## config.mk

```make
export PLATFORM = sky130hd
export DESIGN_NAME = sdprot_csr
export DESIGN_NICKNAME = d
export VERILOG_FILES = /design/src/rtl/sdprot_pkg.sv /design/src/rtl/sdprot_gate.sv /design/src/rtl/sdprot_tbl_legal.sv /design/src/rtl/sdprot_cfg_legal.sv /design/src/rtl/sdprot_csr.sv
export SDC_FILE = /design/constraint.sdc
export NUM_CORES = 1
export LEC_CHECK = 0
export BUFFER_PORTS_ARGS = -buffer_cell sky130_fd_sc_hd__buf_2
export CELL_PAD_IN_SITES_DETAIL_PLACEMENT = 1
export CELL_PAD_IN_SITES_GLOBAL_PLACEMENT = 1
export CORE_MARGIN = 8
export CORE_UTILIZATION = 36
export DETAILED_ROUTE_END_ITERATION = 8
export GPL_ROUTABILITY_DRIVEN = 0
export GPL_TIMING_DRIVEN = 0
export PLACE_DENSITY = 0.85
export RECOVER_POWER = 25
export SLEW_MARGIN = 20
export SYNTH_ARGS = -nofsm -noshare
export SYNTH_HDL_FRONTEND = slang
export SYNTH_SLANG_ARGS = --single-unit
```

## constraint.sdc

```tcl
create_clock -name clk -period 3.95 [get_ports clk]
set_input_delay 0.79 -clock clk [delete_from_list [all_inputs] [get_ports clk]]
set_output_delay 0.79 -clock clk [all_outputs]
set_load 0.02 [all_outputs]
```

## src/rtl/sdprot_pkg.sv

```systemverilog
package sdprot_pkg;
  localparam logic [1:0] PRIV_U = 2'd0;
  localparam logic [1:0] PRIV_S = 2'd1;
  localparam logic [1:0] PRIV_M = 2'd3;
  localparam int CFG_W = 32;
  localparam logic [CFG_W-1:0] CFG_KEEP_MASK = 32'hFFF0_01FF;
  localparam int SDID_MAX = 6;
endpackage

```

## src/rtl/sdprot_gate.sv

```systemverilog
module sdprot_gate
  import sdprot_pkg::*;
(
  input  logic       req,
  input  logic       we,
  input  logic       sel,
  input  logic [1:0] priv,
  output logic       rd_ok,
  output logic       wr_tbl,
  output logic       wr_cfg,
  output logic       fault
);
  logic is_m;
  always_comb begin
    is_m   = (priv == PRIV_M);
    rd_ok  = req && is_m;
    fault  = req && !is_m;
    wr_tbl = req && we && is_m && !sel;
    wr_cfg = req && we && is_m && sel;
  end
endmodule

```

## src/rtl/sdprot_tbl_legal.sv

```systemverilog
module sdprot_tbl_legal
  import sdprot_pkg::*;
#(
  parameter int XLEN      = 64,
  parameter int SDID_BITS = 6,
  localparam int PPN_W    = (XLEN == 64) ? 44 : 22,
  localparam int MODE_W   = (XLEN == 64) ? 4 : 2,
  localparam int MODE_LSB = XLEN - MODE_W,
  localparam int SDID_LSB = MODE_LSB - SDID_MAX
)(
  input  logic [MODE_W-1:0]   cur_mode,
  input  logic [XLEN-1:0]     wdata,
  output logic [MODE_W-1:0]   nxt_mode,
  output logic [SDID_MAX-1:0] nxt_sdid,
  output logic [PPN_W-1:0]    nxt_ppn
);
  localparam logic [SDID_MAX-1:0] SDID_MASK =
    SDID_MAX'((7'd1 << SDID_BITS) - 7'd1);

  logic [MODE_W-1:0] w_mode;
  logic              w_mode_ok;

  assign w_mode = wdata[MODE_LSB +: MODE_W];

  generate
    if (XLEN == 64) begin : g_x64
      assign w_mode_ok = (w_mode <= MODE_W'(2));
    end else begin : g_x32
      assign w_mode_ok = (w_mode <= MODE_W'(1));
    end
  endgenerate

  always_comb begin
    nxt_mode = w_mode_ok ? w_mode : cur_mode;
    if (nxt_mode == '0) begin
      nxt_sdid = '0;
      nxt_ppn  = '0;
    end else begin
      nxt_sdid = wdata[SDID_LSB +: SDID_MAX] & SDID_MASK;
      nxt_ppn  = wdata[PPN_W-1:0];
    end
  end
endmodule

```

## src/rtl/sdprot_cfg_legal.sv

```systemverilog
module sdprot_cfg_legal
  import sdprot_pkg::*;
(
  input  logic [CFG_W-1:0] wdata,
  output logic [CFG_W-1:0] nxt_cfg
);
  assign nxt_cfg = wdata & CFG_KEEP_MASK;
endmodule

```

## src/rtl/sdprot_csr.sv

```systemverilog
module sdprot_csr
  import sdprot_pkg::*;
#(
  parameter int XLEN      = 64,
  parameter int SDID_BITS = 6,
  localparam int PPN_W    = (XLEN == 64) ? 44 : 22,
  localparam int MODE_W   = (XLEN == 64) ? 4 : 2,
  localparam int MODE_LSB = XLEN - MODE_W,
  localparam int SDID_LSB = MODE_LSB - SDID_MAX
)(
  input  logic                clk,
  input  logic                rst,
  input  logic                csr_req,
  input  logic                csr_we,
  input  logic                csr_sel,
  input  logic [1:0]          csr_priv,
  input  logic [XLEN-1:0]     csr_wdata,
  output logic [XLEN-1:0]     csr_rdata,
  output logic                csr_illegal,
  input  logic [1:0]          eff_priv,
  output logic [PPN_W-1:0]    prot_ppn,
  output logic [SDID_MAX-1:0] prot_sdid,
  output logic [MODE_W-1:0]   prot_mode,
  output logic                prot_active,
  output logic [CFG_W-1:0]    dom_cfg
);
  logic rd_ok, wr_tbl, wr_cfg, fault;
  logic [MODE_W-1:0]   nxt_mode;
  logic [SDID_MAX-1:0] nxt_sdid;
  logic [PPN_W-1:0]    nxt_ppn;
  logic [CFG_W-1:0]    nxt_cfg;
  logic [XLEN-1:0]     tbl_view, cfg_view, rd_sel;

  sdprot_gate u_gate (
    .req(csr_req), .we(csr_we), .sel(csr_sel), .priv(csr_priv),
    .rd_ok(rd_ok), .wr_tbl(wr_tbl), .wr_cfg(wr_cfg), .fault(fault)
  );

  sdprot_tbl_legal #(.XLEN(XLEN), .SDID_BITS(SDID_BITS)) u_tbl (
    .cur_mode(prot_mode), .wdata(csr_wdata),
    .nxt_mode(nxt_mode), .nxt_sdid(nxt_sdid), .nxt_ppn(nxt_ppn)
  );

  sdprot_cfg_legal u_cfg (
    .wdata(csr_wdata[CFG_W-1:0]), .nxt_cfg(nxt_cfg)
  );

  always_comb begin
    tbl_view = '0;
    tbl_view[PPN_W-1:0]              = prot_ppn;
    tbl_view[SDID_LSB +: SDID_MAX]   = prot_sdid;
    tbl_view[MODE_LSB +: MODE_W]     = prot_mode;
    cfg_view = '0;
    cfg_view[CFG_W-1:0]              = dom_cfg;
    rd_sel   = csr_sel ? cfg_view : tbl_view;
  end

  always_ff @(posedge clk) begin
    if (rst) begin
      prot_ppn    <= '0;
      prot_sdid   <= '0;
      prot_mode   <= '0;
      dom_cfg     <= '0;
      csr_rdata   <= '0;
      csr_illegal <= 1'b0;
      prot_active <= 1'b0;
    end else begin
      if (wr_tbl) begin
        prot_mode <= nxt_mode;
        prot_sdid <= nxt_sdid;
        prot_ppn  <= nxt_ppn;
      end
      if (wr_cfg) dom_cfg <= nxt_cfg;
      csr_rdata   <= rd_ok ? rd_sel : '0;
      csr_illegal <= fault;
      prot_active <= (eff_priv != PRIV_M);
    end
  end
endmodule

```

==> metrics.md <==
| Metric | Value |
|---|---|
| Final setup violating endpoints | `0` |
| Final instance area | `0.00644 mm²` |
| Final wirelength | `16100 µm` |
| Slew HR | `41.4%` |
| Post-synthesis async set-or-reset flop share | `0%` |
| Die Width | `128 µm` |
| CTS resizes | `0` |
| Hpwl dp | `12200 µm` |
| Crit path from | `csr_sel` |
| Initial antenna violation count | `1` |
| Unrepaired setup endpoints after global routing | `false` |
| Clk root buf | `clkbuf_16` |
| Vias per cell | `4.89` |
| Port Buffers | `193` |
| Design Power | `3.43 mW` |
| Leading area contributor after synthesis | `dfxtp_1` |
| Hold_buf cts | `0` |
| FF-to-FF path depth | `4` |
| Starting Density | `36.3%` |
| Max cap viols | `0` |
| Most common cell in the netlist | `dfxtp_1` |
| DRC viols | `0` |
| Critical Path RT | `4.23 ns` |
| Area of the core | `0.0124 mm²` |
| Sequential-to-total area share from yosys stat | `58.2%` |
| CP Class | `primary input to register` |
| Wire per inst | `19.7 µm` |
| Post-synth top flop | `dfxtp_1` |
| Die H | `128 µm` |
| Initial DRC count | `154` |
| Final Hold Viols | `0` |
| Status | `complete, no violations` |
| Crit Path Max Fanout | `10` |
| Row cnt | `41` |
| Final TNS setup | `0 ns` |
| Number of H-tree branching levels | `4` |
| Largest net degree at the start of global routing | `17` |
| RR Startpoint | `prot_mode[1]$_SDFFE_PP0P_` |
| Max VDD drop | `0.000251 V` |
| Fin. max-slew vios | `0` |
| Number of synthesized flops with an enable pin | `0` |
| Post-route clock period utilization | `56.0%` |
| Total gr overflow | `0` |
| Syn Area/Cell | `11.2 µm²` |
| #FFs+latches synth | `131` |
| Synth cell count leaders | `dfxtp_1 (131), a32o_2 (50), and2_1 (31)` |
| Hold Crit Start | `prot_sdid[0]$_SDFFE_PP0P_` |
| Synthesis Warnings | `0` |
| Hold Crit Depth | `1` |
| Number of distinct library cells after synthesis | `26` |
| Critical Path Sink Type | `register` |
| DP Area | `0.00576 mm²` |
| Worst path arrival time | `2.49 ns` |
| Final Non-Filler Cells | `819` |
| Tmin final | `2.21 ns` |
| Clock tree buffer depth | `2` |
| Synth top area share | `58.2%` |
| Final antenna-violating net count | `0` |
| GRT Total Usage | `19.6%` |
| CTS Buf Count | `17` |
| First-pass DRT Iterations | `4` |
| Pwr/cell area | `532 mW/mm²` |
| Fmax | `0.452 GHz` |
| Via Count | `4002` |
| Synthesized area | `0.00451 mm²` |
| Global-route wire length before repair | `24600 µm` |
| Syn Inst Count | `401` |
| Hold WC Path Type | `register to register` |
| Measured slew at the worst slew-check pin | `0.879 ns` |
| Placed Cells | `786` |
| NumNets Final | `706` |
| Synth area leaders | `dfxtp_1 (58%), a32o_2 (12%), mux2i_1 (4.7%)` |
| Vias in the first global route | `4379` |
| Pleak | `3.19 nW` |
| Die Footprint | `0.0164 mm²` |
| Num ports | `225` |
| Setup Buffers After CTS | `0` |
| Clock slew at reported path FFs | `0.06 ns` |
| Layout area overhead | `42.8%` |
| Share of layout cells above drive strength 1 | `41.6%` |
| TritonCTS Sinks | `131` |
| CTS tree | `done` |
| Worst Skew | `0.00804 ns` |
| Skew-Pair Late Insertion Delay | `0.42 ns` |
| Crit path launch type | `primary input` |
-- kinds of logic (layout without fill, tap and decap cells) --
group / Yosys count / count (layout) / share of synthesized area, %
other cells: 1 / 22 / 0.0832
mux: 21 / 21 / 4.66
buf+inv: 60 / 285 / 7.75
simple gates: 84 / 84 / 9.94
flops: 131 / 131 / 58.2
compound gates: 104 / 104 / 19.4
-- area by class of cell --
type / count / area (µm²)
clock inverter: 13 / 277
clock buffer: 19 / 443
tap: 172 / 215
inverter: 4 / 15.0
buffer: 56 / 330
sequential: 131 / 2620
multi-input combinational: 230 / 1610
fill: 1458 / 5980
timing repair buffer: 193 / 921
antenna: 1 / 2.50
-- metal layers --
layer	vias up	share of wire (%)	global-route usage [%]
met5	-	0	0
met4	0	1.9	8.88
li1	1884	-	-
met3	20	6.5	6.20
met1	1948	40	20.6
met2	150	52	35.1
-- final timing paths --
path,end,slack [ns]
max reg2reg,prot_ppn[23]$_SDFFE_PP0P_,2.40
min,prot_sdid[0]$_SDFFE_PP0P_,0.48
min reg2reg,prot_sdid[0]$_SDFFE_PP0P_,0.48
max,csr_rdata[5]$_SDFF_PP0_,1.74
-- power breakdown --
group          internal (mW)  switching (mW)
Combinational         0.0611           0.106
Clock                   1.33           0.597
Sequential              1.33         0.00407
Total                   2.72           0.706
-- cells in the final DEF (no fill, tap or decap), types with 3 or more instances in the layout --
master and n:
conb_1 21, nor3_1 4, nand3_1 21, clkbuf_1 63
buf_6 5, nor2_1 23, inv_1 3, bufinv_16 8
a21oi_1 24, a211oi_1 5, o21ai_0 21, a32o_2 50
dfxtp_1 131, buf_4 21, buf_2 160, mux2i_1 21
clkbuf_16 17, and2_1 30
-- sequential cells by signal, summed over array words and instances, names as in the netlist --
name and cells:
prot_active 1, csr_illegal 1, prot_ppn 44, prot_sdid 6
prot_mode 4, dom_cfg 21, csr_rdata 54
-- critical path, stage by stage --
cell and delay (ns):
clkbuf_1 0.10, clkbuf_1 0.51, clkbuf_1 0.73, mux2i_1 0.31
nor2_1 0.05
-- per-stage QoR --
step	worst slack, ns	hold WS, ns	utilization, %
3_3_place_gp	1.43	0.462	46.4
5_1_grt	1.57	0.500	51.8
6_report	1.74	0.484	51.8
2_1_floorplan	2.05	0.558	-
4_1_cts	1.84	0.486	52.2
3_5_place_dp	1.41	0.470	46.4
No activity file was read; power rests on OpenSTA's default activity.
